### config.mk
export PLATFORM = sky130hd
export DESIGN_NAME = spi_rxto_master
export DESIGN_NICKNAME = d
export VERILOG_FILES = /design/src/rtl/spi_rxto_pkg.sv /design/src/rtl/spi_rxto_fifo.sv /design/src/rtl/spi_rxto_engine.sv /design/src/rtl/spi_rxto_timer.sv /design/src/rtl/spi_rxto_master.sv
export SDC_FILE = /design/constraint.sdc
export NUM_CORES = 1
export LEC_CHECK = 0
export ABC_AREA = 1
export ABC_CLOCK_PERIOD_IN_PS = 4400
export BUFFER_PORTS_ARGS = -buffer_cell sky130_fd_sc_hd__buf_2
export CELL_PAD_IN_SITES_DETAIL_PLACEMENT = 1
export CELL_PAD_IN_SITES_GLOBAL_PLACEMENT = 2
export CORE_ASPECT_RATIO = 1.4
export CORE_MARGIN = 5
export CORE_UTILIZATION = 45
export CTS_CLUSTER_DIAMETER = 60
export DETAILED_ROUTE_END_ITERATION = 12
export HOLD_SLACK_MARGIN = 0.02
export PLACE_DENSITY = 0.93
export SYNTH_ARGS = -nofsm -noshare
export SYNTH_HDL_FRONTEND = slang
export SYNTH_SLANG_ARGS = --single-unit
### constraint.sdc
create_clock -name clk -period 4.4 [get_ports clk]
set_input_delay 0.22 -clock clk [delete_from_list [all_inputs] [get_ports clk]]
set_output_delay 0.22 -clock clk [all_outputs]
set_load 0.01 [all_outputs]
### src/rtl/spi_rxto_pkg.sv
`timescale 1ns/1ps
package spi_rxto_pkg;
  localparam int ADDR_W = 3;
  localparam logic [ADDR_W-1:0] A_DATA   = 3'd0;
  localparam logic [ADDR_W-1:0] A_STATUS = 3'd1;
  localparam logic [ADDR_W-1:0] A_RAW    = 3'd2;
  localparam logic [ADDR_W-1:0] A_MSKD   = 3'd3;
  localparam logic [ADDR_W-1:0] A_MASK   = 3'd4;
  localparam logic [ADDR_W-1:0] A_CLR    = 3'd5;

  localparam int FLAG_W = 4;
  localparam int F_OVR  = 0;
  localparam int F_TO   = 1;
  localparam int F_TXH  = 3;

  localparam int S_TXE  = 0;
  localparam int S_TXNF = 1;
  localparam int S_RXNE = 2;
endpackage

### src/rtl/spi_rxto_fifo.sv
`timescale 1ns/1ps
module spi_rxto_fifo #(
  parameter int W     = 16,
  parameter int DEPTH = 8,
  localparam int PW   = $clog2(DEPTH),
  localparam int CW   = PW + 1
) (
  input  logic          clk,
  input  logic          rst_n,
  input  logic          push,
  input  logic          pop,
  input  logic [W-1:0]  din,
  output logic [W-1:0]  dout,
  output logic [CW-1:0] count
);
  logic [W-1:0]  mem [DEPTH];
  logic [PW-1:0] wp, rp;
  logic          do_push, do_pop;

  assign do_pop  = pop && (count != '0);
  assign do_push = push && (count != CW'(DEPTH));
  assign dout    = mem[rp];

  always_ff @(posedge clk or negedge rst_n) begin
    if (!rst_n) begin
      wp    <= '0;
      rp    <= '0;
      count <= '0;
    end else begin
      if (do_push) wp <= wp + 1'b1;
      if (do_pop)  rp <= rp + 1'b1;
      if (do_push && !do_pop)      count <= count + 1'b1;
      else if (do_pop && !do_push) count <= count - 1'b1;
    end
  end

  always_ff @(posedge clk) begin
    if (do_push) mem[wp] <= din;
  end
endmodule

### src/rtl/spi_rxto_engine.sv
`timescale 1ns/1ps
module spi_rxto_engine #(
  parameter int FRAME_BITS = 16,
  parameter int HALF_W     = 8,
  localparam int PH_W      = $clog2(2*FRAME_BITS + 1) + 1
) (
  input  logic                  clk,
  input  logic                  rst_n,
  input  logic [HALF_W-1:0]     half,
  input  logic                  start,
  input  logic [FRAME_BITS-1:0] tx_word,
  output logic                  busy,
  output logic                  rx_valid,
  output logic [FRAME_BITS-1:0] rx_word,
  output logic                  sclk,
  output logic                  cs_n,
  output logic                  mosi,
  input  logic                  miso
);
  localparam logic [PH_W-1:0] PH_LAST = PH_W'(2*FRAME_BITS);

  logic [HALF_W-1:0]     div_q;
  logic [PH_W-1:0]       ph_q;
  logic [FRAME_BITS-1:0] txsh_q, rxsh_q;
  logic                  tick;

  assign tick    = busy && ((half <= HALF_W'(1)) || (div_q == half - 1'b1));
  assign rx_word = rxsh_q;

  always_ff @(posedge clk or negedge rst_n) begin
    if (!rst_n) begin
      busy     <= 1'b0;
      rx_valid <= 1'b0;
      div_q    <= '0;
      ph_q     <= '0;
      txsh_q   <= '0;
      rxsh_q   <= '0;
      sclk     <= 1'b1;
      cs_n     <= 1'b1;
      mosi     <= 1'b0;
    end else begin
      rx_valid <= 1'b0;
      if (!busy) begin
        if (start) begin
          busy   <= 1'b1;
          cs_n   <= 1'b0;
          txsh_q <= tx_word;
          ph_q   <= '0;
          div_q  <= '0;
        end
      end else if (tick) begin
        div_q <= '0;
        ph_q  <= ph_q + 1'b1;
        if (ph_q == PH_LAST) begin
          cs_n     <= 1'b1;
          busy     <= 1'b0;
          rx_valid <= 1'b1;
        end else if (!ph_q[0]) begin
          sclk   <= 1'b0;
          mosi   <= txsh_q[FRAME_BITS-1];
          txsh_q <= {txsh_q[FRAME_BITS-2:0], 1'b0};
        end else begin
          sclk   <= 1'b1;
          rxsh_q <= {rxsh_q[FRAME_BITS-2:0], miso};
        end
      end else begin
        div_q <= div_q + 1'b1;
      end
    end
  end
endmodule

### src/rtl/spi_rxto_timer.sv
`timescale 1ns/1ps
module spi_rxto_timer #(
  parameter int TO_BITS = 32,
  parameter int HALF_W  = 8,
  localparam int CNT_W  = $clog2(TO_BITS) + HALF_W + 2
) (
  input  logic              clk,
  input  logic              rst_n,
  input  logic [HALF_W-1:0] half,
  input  logic              has_data,
  input  logic              clear,
  output logic              pending
);
  logic [CNT_W-1:0]  cnt_q, limit;
  logic [HALF_W-1:0] eff_half;

  assign eff_half = (half == '0) ? HALF_W'(1) : half;
  assign limit    = CNT_W'(TO_BITS) * CNT_W'({eff_half, 1'b0});

  always_ff @(posedge clk or negedge rst_n) begin
    if (!rst_n) begin
      cnt_q   <= '0;
      pending <= 1'b0;
    end else begin
      if (has_data && !pending) begin
        if (cnt_q == limit - 1'b1) begin
          cnt_q   <= '0;
          pending <= 1'b1;
        end else begin
          cnt_q <= cnt_q + 1'b1;
        end
      end else begin
        cnt_q <= '0;
      end
      if (clear) pending <= 1'b0;
    end
  end
endmodule

### src/rtl/spi_rxto_master.sv
`timescale 1ns/1ps
module spi_rxto_master
  import spi_rxto_pkg::*;
#(
  parameter int FRAME_BITS = 16,
  parameter int RX_DEPTH   = 8,
  parameter int TX_DEPTH   = 8,
  parameter int TO_BITS    = 32,
  parameter int HALF_W     = 8,
  localparam int RXC_W     = $clog2(RX_DEPTH) + 1,
  localparam int TXC_W     = $clog2(TX_DEPTH) + 1
) (
  input  logic                  clk,
  input  logic                  rst_n,
  input  logic [HALF_W-1:0]     half_period,
  input  logic                  bus_req,
  input  logic                  bus_wr,
  input  logic [ADDR_W-1:0]     bus_addr,
  input  logic [FRAME_BITS-1:0] bus_wdata,
  output logic [FRAME_BITS-1:0] bus_rdata,
  output logic                  irq,
  output logic                  sclk,
  output logic                  cs_n,
  output logic                  mosi,
  input  logic                  miso
);
  logic                  wr_hit, rd_hit;
  logic                  tx_push, tx_pop, rx_push, rx_pop;
  logic [FRAME_BITS-1:0] tx_dout, rx_dout, rx_word;
  logic [TXC_W-1:0]      tx_count;
  logic [RXC_W-1:0]      rx_count;
  logic                  busy, to_pend, ovr_q;
  logic [FLAG_W-1:0]     mask_q, clr_v, raw, masked;
  logic                  tx_empty, tx_nfull, rx_nempty, rx_full;

  assign wr_hit  = bus_req && bus_wr;
  assign rd_hit  = bus_req && !bus_wr;
  assign tx_push = wr_hit && (bus_addr == A_DATA);
  assign rx_pop  = rd_hit && (bus_addr == A_DATA);
  assign clr_v   = (wr_hit && (bus_addr == A_CLR)) ? bus_wdata[FLAG_W-1:0] : '0;

  assign tx_empty  = (tx_count == '0);
  assign tx_nfull  = (tx_count != TXC_W'(TX_DEPTH));
  assign rx_nempty = (rx_count != '0);
  assign rx_full   = (rx_count == RXC_W'(RX_DEPTH));
  assign tx_pop    = !busy && !tx_empty;

  spi_rxto_fifo #(.W(FRAME_BITS), .DEPTH(TX_DEPTH)) u_txq (
    .clk(clk), .rst_n(rst_n), .push(tx_push), .pop(tx_pop),
    .din(bus_wdata), .dout(tx_dout), .count(tx_count));

  spi_rxto_fifo #(.W(FRAME_BITS), .DEPTH(RX_DEPTH)) u_rxq (
    .clk(clk), .rst_n(rst_n), .push(rx_push), .pop(rx_pop),
    .din(rx_word), .dout(rx_dout), .count(rx_count));

  spi_rxto_engine #(.FRAME_BITS(FRAME_BITS), .HALF_W(HALF_W)) u_eng (
    .clk(clk), .rst_n(rst_n), .half(half_period), .start(tx_pop),
    .tx_word(tx_dout), .busy(busy), .rx_valid(rx_push), .rx_word(rx_word),
    .sclk(sclk), .cs_n(cs_n), .mosi(mosi), .miso(miso));

  spi_rxto_timer #(.TO_BITS(TO_BITS), .HALF_W(HALF_W)) u_tmo (
    .clk(clk), .rst_n(rst_n), .half(half_period), .has_data(rx_nempty),
    .clear(clr_v[F_TO]), .pending(to_pend));

  always_ff @(posedge clk or negedge rst_n) begin
    if (!rst_n) begin
      mask_q <= '0;
      ovr_q  <= 1'b0;
    end else begin
      if (wr_hit && (bus_addr == A_MASK)) mask_q <= bus_wdata[FLAG_W-1:0];
      if (rx_push && rx_full)  ovr_q <= 1'b1;
      else if (clr_v[F_OVR])   ovr_q <= 1'b0;
    end
  end

  always_comb begin
    raw        = '0;
    raw[F_OVR] = ovr_q;
    raw[F_TO]  = to_pend;
    raw[F_TXH] = (tx_count <= TXC_W'(TX_DEPTH/2));
  end
  assign masked = raw & mask_q;
  assign irq    = |masked;

  always_comb begin
    bus_rdata = '0;
    unique case (bus_addr)
      A_DATA:   bus_rdata = rx_nempty ? rx_dout : '0;
      A_STATUS: begin
        bus_rdata[S_TXE]  = tx_empty;
        bus_rdata[S_TXNF] = tx_nfull;
        bus_rdata[S_RXNE] = rx_nempty;
      end
      A_RAW:    bus_rdata[FLAG_W-1:0] = raw;
      A_MSKD:   bus_rdata[FLAG_W-1:0] = masked;
      A_MASK:   bus_rdata[FLAG_W-1:0] = mask_q;
      default:  bus_rdata = '0;
    endcase
  end
endmodule

After elaboration in Yosys (flattened, before gate mapping)
Memories as Yosys holds them, arrays and structs flattened.
Cells that the tools add are included.
Storage, ports and cells
  bits in registers: 93
  latch bits: 0
  bits in writable memories: 256
  memory bits (read-only): 0
  input bits: 32
  output and inout port bits: 20
  logic and storage cells: 144
  memories: 2
Memories
  u_rxq.mem: depth 8, bits a word 16, read ports 1, clocked after Yosys merged registers in 0, write ports 1, line spi_rxto_fifo.sv:16  | logic [W-1:0] mem [DEPTH];
  u_txq.mem: depth 8, bits a word 16, read ports 1, clocked after Yosys merged registers in 0, write ports 1, line spi_rxto_fifo.sv:16
Cells by class
  $add $sub $neg: 13
  multipliers: 0
  divide/modulo/power cells: 0
  $lt $le $gt $ge: 2
  eq/ne operators: 15
  shift-type cells: 0
  mux-type cells: 44
  bitwise operators: 3
  reductions and logical operators: 46
Operator list (number)
  two-way mux 16 bit: 6
  two-way mux 8 bit: 4
  two-way mux 15 bit: 2
  two-way mux 1 bit: 21
  two-way mux 7 bit: 3
  logical AND 1 bit: 18
  two-way mux 4 bit: 4
  adder 15 x 1 -> 15 bit, second input constant: 1
  equality test 15 bit: 1
  case mux 3 bit (5 select lines): 1
  subtractor 14 x 1 -> 15 bit, second input constant: 1
  adder 3 x 1 -> 3 bit, second input constant: 4
  two-way mux 12 bit: 1
  AND reduction 4 bit: 3
  nonzero test 2 bit: 6
  adder 4 x 1 -> 4 bit, second input constant: 2
  adder 8 x 1 -> 8 bit, second input constant: 1
  equality test 8 bit: 1
  <= comparator 8 x 1 -> 1 bit, second input constant: 1
  zero test 1 bit: 8
  zero test 8 bit: 1
  != test 2 bit, second input constant: 4
  != test 4 bit, second input constant: 2
  nonzero test 4 bit: 2
  other kinds (19): 25

Logic depth before layout (Yosys ltp)
  word-level depth: 7
  depth in mapped cells: 17
  depth with buffers taken out: 16

Cells and area by module
From an unflattened synthesis, not the netlist that was laid out.
Second synthesis, totals
  cells, all modules: 1608
  area, all modules: 16049.1 um^2
By module, submodules not included
  spi_rxto_fifo: times used 2, cells an instance 508, area an instance 5721.7 um^2, seq. area each 4093.9 um^2
  spi_rxto_engine: times used 1, cells an instance 335, area an instance 2896.5 um^2, seq. area each 1303.8 um^2
  spi_rxto_timer: times used 1, cells an instance 148, area an instance 1096.1 um^2, seq. area each 400.4 um^2
  spi_rxto_master: times used 1, cells an instance 109, area an instance 613.1 um^2, seq. area each 125.1 um^2

Least setup slack after synthesis
No wires, ideal clock.
  path kind: input port to flip-flop
  start: input port bus_addr[1]
  end: memory u_txq.mem[2][0] (enable)
  library setup time: 0.409 ns
  arrival time: 2.323 ns
  data required time: 3.991 ns
  path slack: 1.667 ns
  cell stages on the path: 8
  buffers on the path: 0
  path through: nor2_1 -> inv_1 -> nor2_1 -> inv_1 -> nor3_2 -> inv_1 -> or2_1 -> nor3_1
Between the ends
  longest elaborated chain between the ends: 5
RTL lines
  start: declaration: line spi_rxto_master.sv:18  | input logic [ADDR_W-1:0] bus_addr,
  zero test 3 bit: line spi_rxto_master.sv:38  | assign tx_push = wr_hit && (bus_addr == A_DATA);
  logical AND 1 bit: line spi_rxto_master.sv:38
  logical AND 1 bit: line spi_rxto_fifo.sv:21  | assign do_push = push && (count != CW'(DEPTH));
  named net u_txq.do_push: line spi_rxto_fifo.sv:18  | logic do_push, do_pop;
  two-way mux 1 bit: line spi_rxto_fifo.sv:38  | if (do_push) mem[wp] <= din;
  two-way mux 1 bit (not written as such): line spi_rxto_fifo.sv:38
  end: declaration: line spi_rxto_fifo.sv:16
The timed path passes the listed nets, and every way through them passes these cells.

Worst setup path after layout
  start: register u_rxq.rp[0]
  end: output port bus_rdata[13]
Between the ends
  longest elaborated chain between the ends: 3
RTL lines
  start: declaration: line spi_rxto_fifo.sv:17  | logic [PW-1:0] wp, rp;
  start signal: assignment: line spi_rxto_fifo.sv:31  | if (do_pop) rp <= rp + 1'b1;
  memory (8 x 16 bit)
  two-way mux 16 bit: line spi_rxto_master.sv:88  | A_DATA: bus_rdata = rx_nempty ? rx_dout : '0;
  two-way mux 12 bit: line spi_rxto_master.sv:87  | unique case (bus_addr)
  end: declaration: line spi_rxto_master.sv:20  | output logic [FRAME_BITS-1:0] bus_rdata,
No other way between the ends.

==> flow_summary.json <==
{
  "syn_area_sq_um": 15200,
  "clk_pin_slew_ns": 0.07,
  "path_max_fanout": 35,
  "synth-edff-count": 256,
  "worstHoldPathCells": 1,
  "drc": 0,
  "num_antenna_cells": 0,
  "wl_mm": 38.9,
  "intPower_mw": 5.83,
  "drv_cap": 0,
  "coreArea_sq_um": 33300,
  "yosys_most_used_dff": "edfxtp_1",
  "num_rows": 79,
  "route.antenna.remaining_nets": 0,
  "fin_tns_setup_ns": 0,
  "area_growth_pct": 13.3,
  "crit_chain": "inv_1 -> buf_4 -> o21ai_0 -> o22ai_1 -> o21ai_0 -> a31oi_1 -> buf_2",
  "r2r_slack_ns": 1.40,
  "drtPass1Iterations": 5,
  "clock_power_share_pct": 34.8,
  "pwr-share-seq_pct": 47.4,
  "powerDensity_nw_per_um2": 479,
  "worst_pin_slew_ns": 1.10,
  "dp.cells": 1847,
  "synth_fp_nets": 1441,
  "yosysWarnings": 0,
  "ys_ff_latch": 349,
  "grt_pass1_vias": 11406,
  "cts_buffers": 34,
  "die_area_sq_um": 37600,
  "htreeDepth": 2,
  "ys_types": 45,
  "synth_top_area_share_pct": 50.6,
  "grt_pass1_wl_mm": 60.7,
  "synth_top_cell_by_area": "edfxtp_1",
  "fin_cells": 1925,
  "crit_arrival_ns": 2.91,
  "netSwitchingFraction_pct": 29.3,
  "power_frac_comb_pct": 17.8,
  "drive_above_1_share_pct": 12.2,
  "p_sw_mw": 2.42,
  "ctsResizeCount": 0,
  "max_slew_margin_pct": 26.6,
  "endpoint_kind": "primary output",
  "fmax_mhz": 319,
  "place_congestion": 0.804,
  "synthCells": 1390,
  "finalCritPeriodShare_pct": 71.1,
  "path_common_cell": "o21ai_0",
  "place_hpwl_mm": 24.4,
  "grt_max_degree": 67,
  "status": "completed",
  "p_leak_nw": 6.56,
  "vias": 10642,
  "gr-total-overflow": 0,
  "vdd_drop_max_mv": 0.472,
  "grt.total_usage_pct": 20.8,
  "critPathMaxStageDelay_ns": 0.76,
  "hold_ws_ns": 0.0304,
  "ys_seq_area_share_pct": 65.9,
  "ioPinCount": 52,
  "antenna_found_initial": 0,
  "cts_max_path_buffers": 3,
  "portBuffers": 51,
  "hold_viol": 0,
  "cts_tree": "yes",
  "period_needed_ns": 3.13,
  "setup_viol": 0,
  "yosys-top-cells-area": "edfxtp_1, dfrtp_1, nand2_1, nor2_1, o21ai_0",
  "r2r_cells": 15,
  "die_w_um": 165,
  "cts_num_sinks": 349,
  "grt_setup_unrepaired": "no",
  "viasPerCell": 5.53,
  "worst_clock_skew_ns": 0.0166,
  "initial_core_util_pct": 45.6,
  "clock_latency_ns": 0.52,
  "syn_area_per_cell_sq_um": 10.9,
  "worst_path_max_delay_cell": "inv_1",
  "nNetsFinal": 1506,
  "crit_type": "reg2out",
  "async_reset_ff_share_pct": 26.6,
  "drt_iter0_markers": 668,
  "drv_slew": 0,
  "cts_root_buffer": "clkbuf_16",
  "hp-class": "in2reg",
  "worst_setup_path_start_kind": "register",
  "wl_per_cell_um": 20.2,
  "crit_required_ns": 4.18,
  "postCtsSetupBuffers": 0,
  "die_h_um": 227
}
==> what timing repair did <==
| item | in CTS | in global routing |
|---|---|---|
| hold buffers | 17 | 0 |
| setup endpoints to repair | 0 | 0 |
| hold endpoints to repair | 158 | 0 |
==> power by group through the flow <==
stage / Sequential (mW) / Combinational [mW] / Clock, mW
after global routing: 3.93 / 1.66 / 3.07
after floorplan: 3.88 / 1.03 / 0
after global placement: 3.96 / 1.39 / 0
after CTS: 3.91 / 1.50 / 2.93
after detailed placement: 3.97 / 1.47 / 0
final: 3.90 / 1.47 / 2.87
==> synthesized netlist by cell type (2+ instances only) <==
master / instances
o221ai_1: 4
ha_1: 17
xnor2_1: 16
buf_6: 3
nand4_1: 34
nor2_4: 2
buf_4: 6
nor2_1: 202
fa_1: 2
o21ai_0: 112
nor3_1: 22
dfrtp_1: 91
a21oi_1: 7
buf_1: 4
buf_2: 6
nor2_2: 5
o21ai_1: 8
xor2_1: 33
o211ai_1: 3
dfstp_2: 2
nand2_1: 251
edfxtp_1: 256
or2_2: 16
a21oi_2: 2
clkbuf_1: 47
a221oi_1: 2
o22ai_1: 41
nand3_1: 81
inv_1: 63
nand2_2: 2
inv_2: 5
a21o_1: 2
mux2_2: 3
a31oi_1: 27
nand3_4: 3
==> flip-flops by register name, summed over array words and instances, names as in the netlist, 7 cells and up <==
name           cells
u_rxq.mem        128
u_txq.mem        128
u_eng.rx_word     16
u_eng.txsh_q      16
u_tmo.cnt_q       15
u_eng.div_q        8
u_eng.ph_q         7
==> kinds of logic (layout without fill, tap and decap cells) <==
kind of cell / after synthesis / in the layout / synth area share (%)
flops: 349 / 349 / 65.9
mux: 3 / 3 / 0.222
fa+ha+maj: 19 / 19 / 1.66
buf+inv: 135 / 225 / 3.68
compound gates: 210 / 210 / 7.81
xor+xnor: 49 / 49 / 2.82
simple gates: 625 / 625 / 17.9
==> worst max-delay path: cells and delay by family (launching register included) <==
family          cells  cell delay, ns
flops               1            0.41
buf+inv             3            1.30
compound gates      4            0.66
==> routing by layer <==
metal	share of wire, %	GRT usage [%]
met5	0	0
met4	3.7	8.39
met3	3.6	2.75
met2	55	39.8
met1	37	23.0
==> worst paths after layout <==
check                                from               to
max in group asynchronous           rst_n   u_tmo.cnt_q[2]
setup reg to reg           u_rxq.count[0]   u_rxq.count[3]
hold reg to reg            u_tmo.cnt_q[0]   u_tmo.cnt_q[0]
hold / removal               bus_wdata[1]  u_txq.mem[4][1]
setup / recovery              u_rxq.rp[0]    bus_rdata[13]
min in group asynchronous           rst_n        mask_q[3]
==> placed cells by master (no fill, tap or decap), types with 33 or more instances in the layout <==
| cell | Yosys | layout |
|---|---|---|
| nand2_1 | 251 | 251 |
| o22ai_1 | 41 | 41 |
| buf_2 | 6 | 50 |
| nand4_1 | 34 | 34 |
| edfxtp_1 | 256 | 256 |
| xor2_1 | 33 | 33 |
| nor2_1 | 202 | 202 |
| inv_1 | 63 | 63 |
| clkbuf_16 | 0 | 35 |
| o21ai_0 | 112 | 112 |
| nand3_1 | 81 | 81 |
| dfrtp_1 | 91 | 89 |
==> stage by stage <==
step / area, sq um / power, mW / utilization (%) / setup WS, ns
final: 17200 / 8.25 / 51.7 / 1.27
after global routing: 17200 / 8.66 / 51.7 / 0.970
after CTS: 17200 / 8.33 / 51.7 / 1.21
after detailed placement: 16000 / 5.44 / 47.9 / 1.38
after global placement: 16000 / 5.35 / 47.9 / 1.52
after floorplan: 15200 / 4.91 / - / 1.67
==> final cells by class <==
cell class	count	area, sq um
fill	3584	16100
sequential	349	10000
multi-input combinational	906	4660
clock buffer	40	905
timing repair buffer	95	631
tap	445	557
inverter	69	259
clock inverter	21	186
No activity file was read; power rests on OpenSTA's default activity.
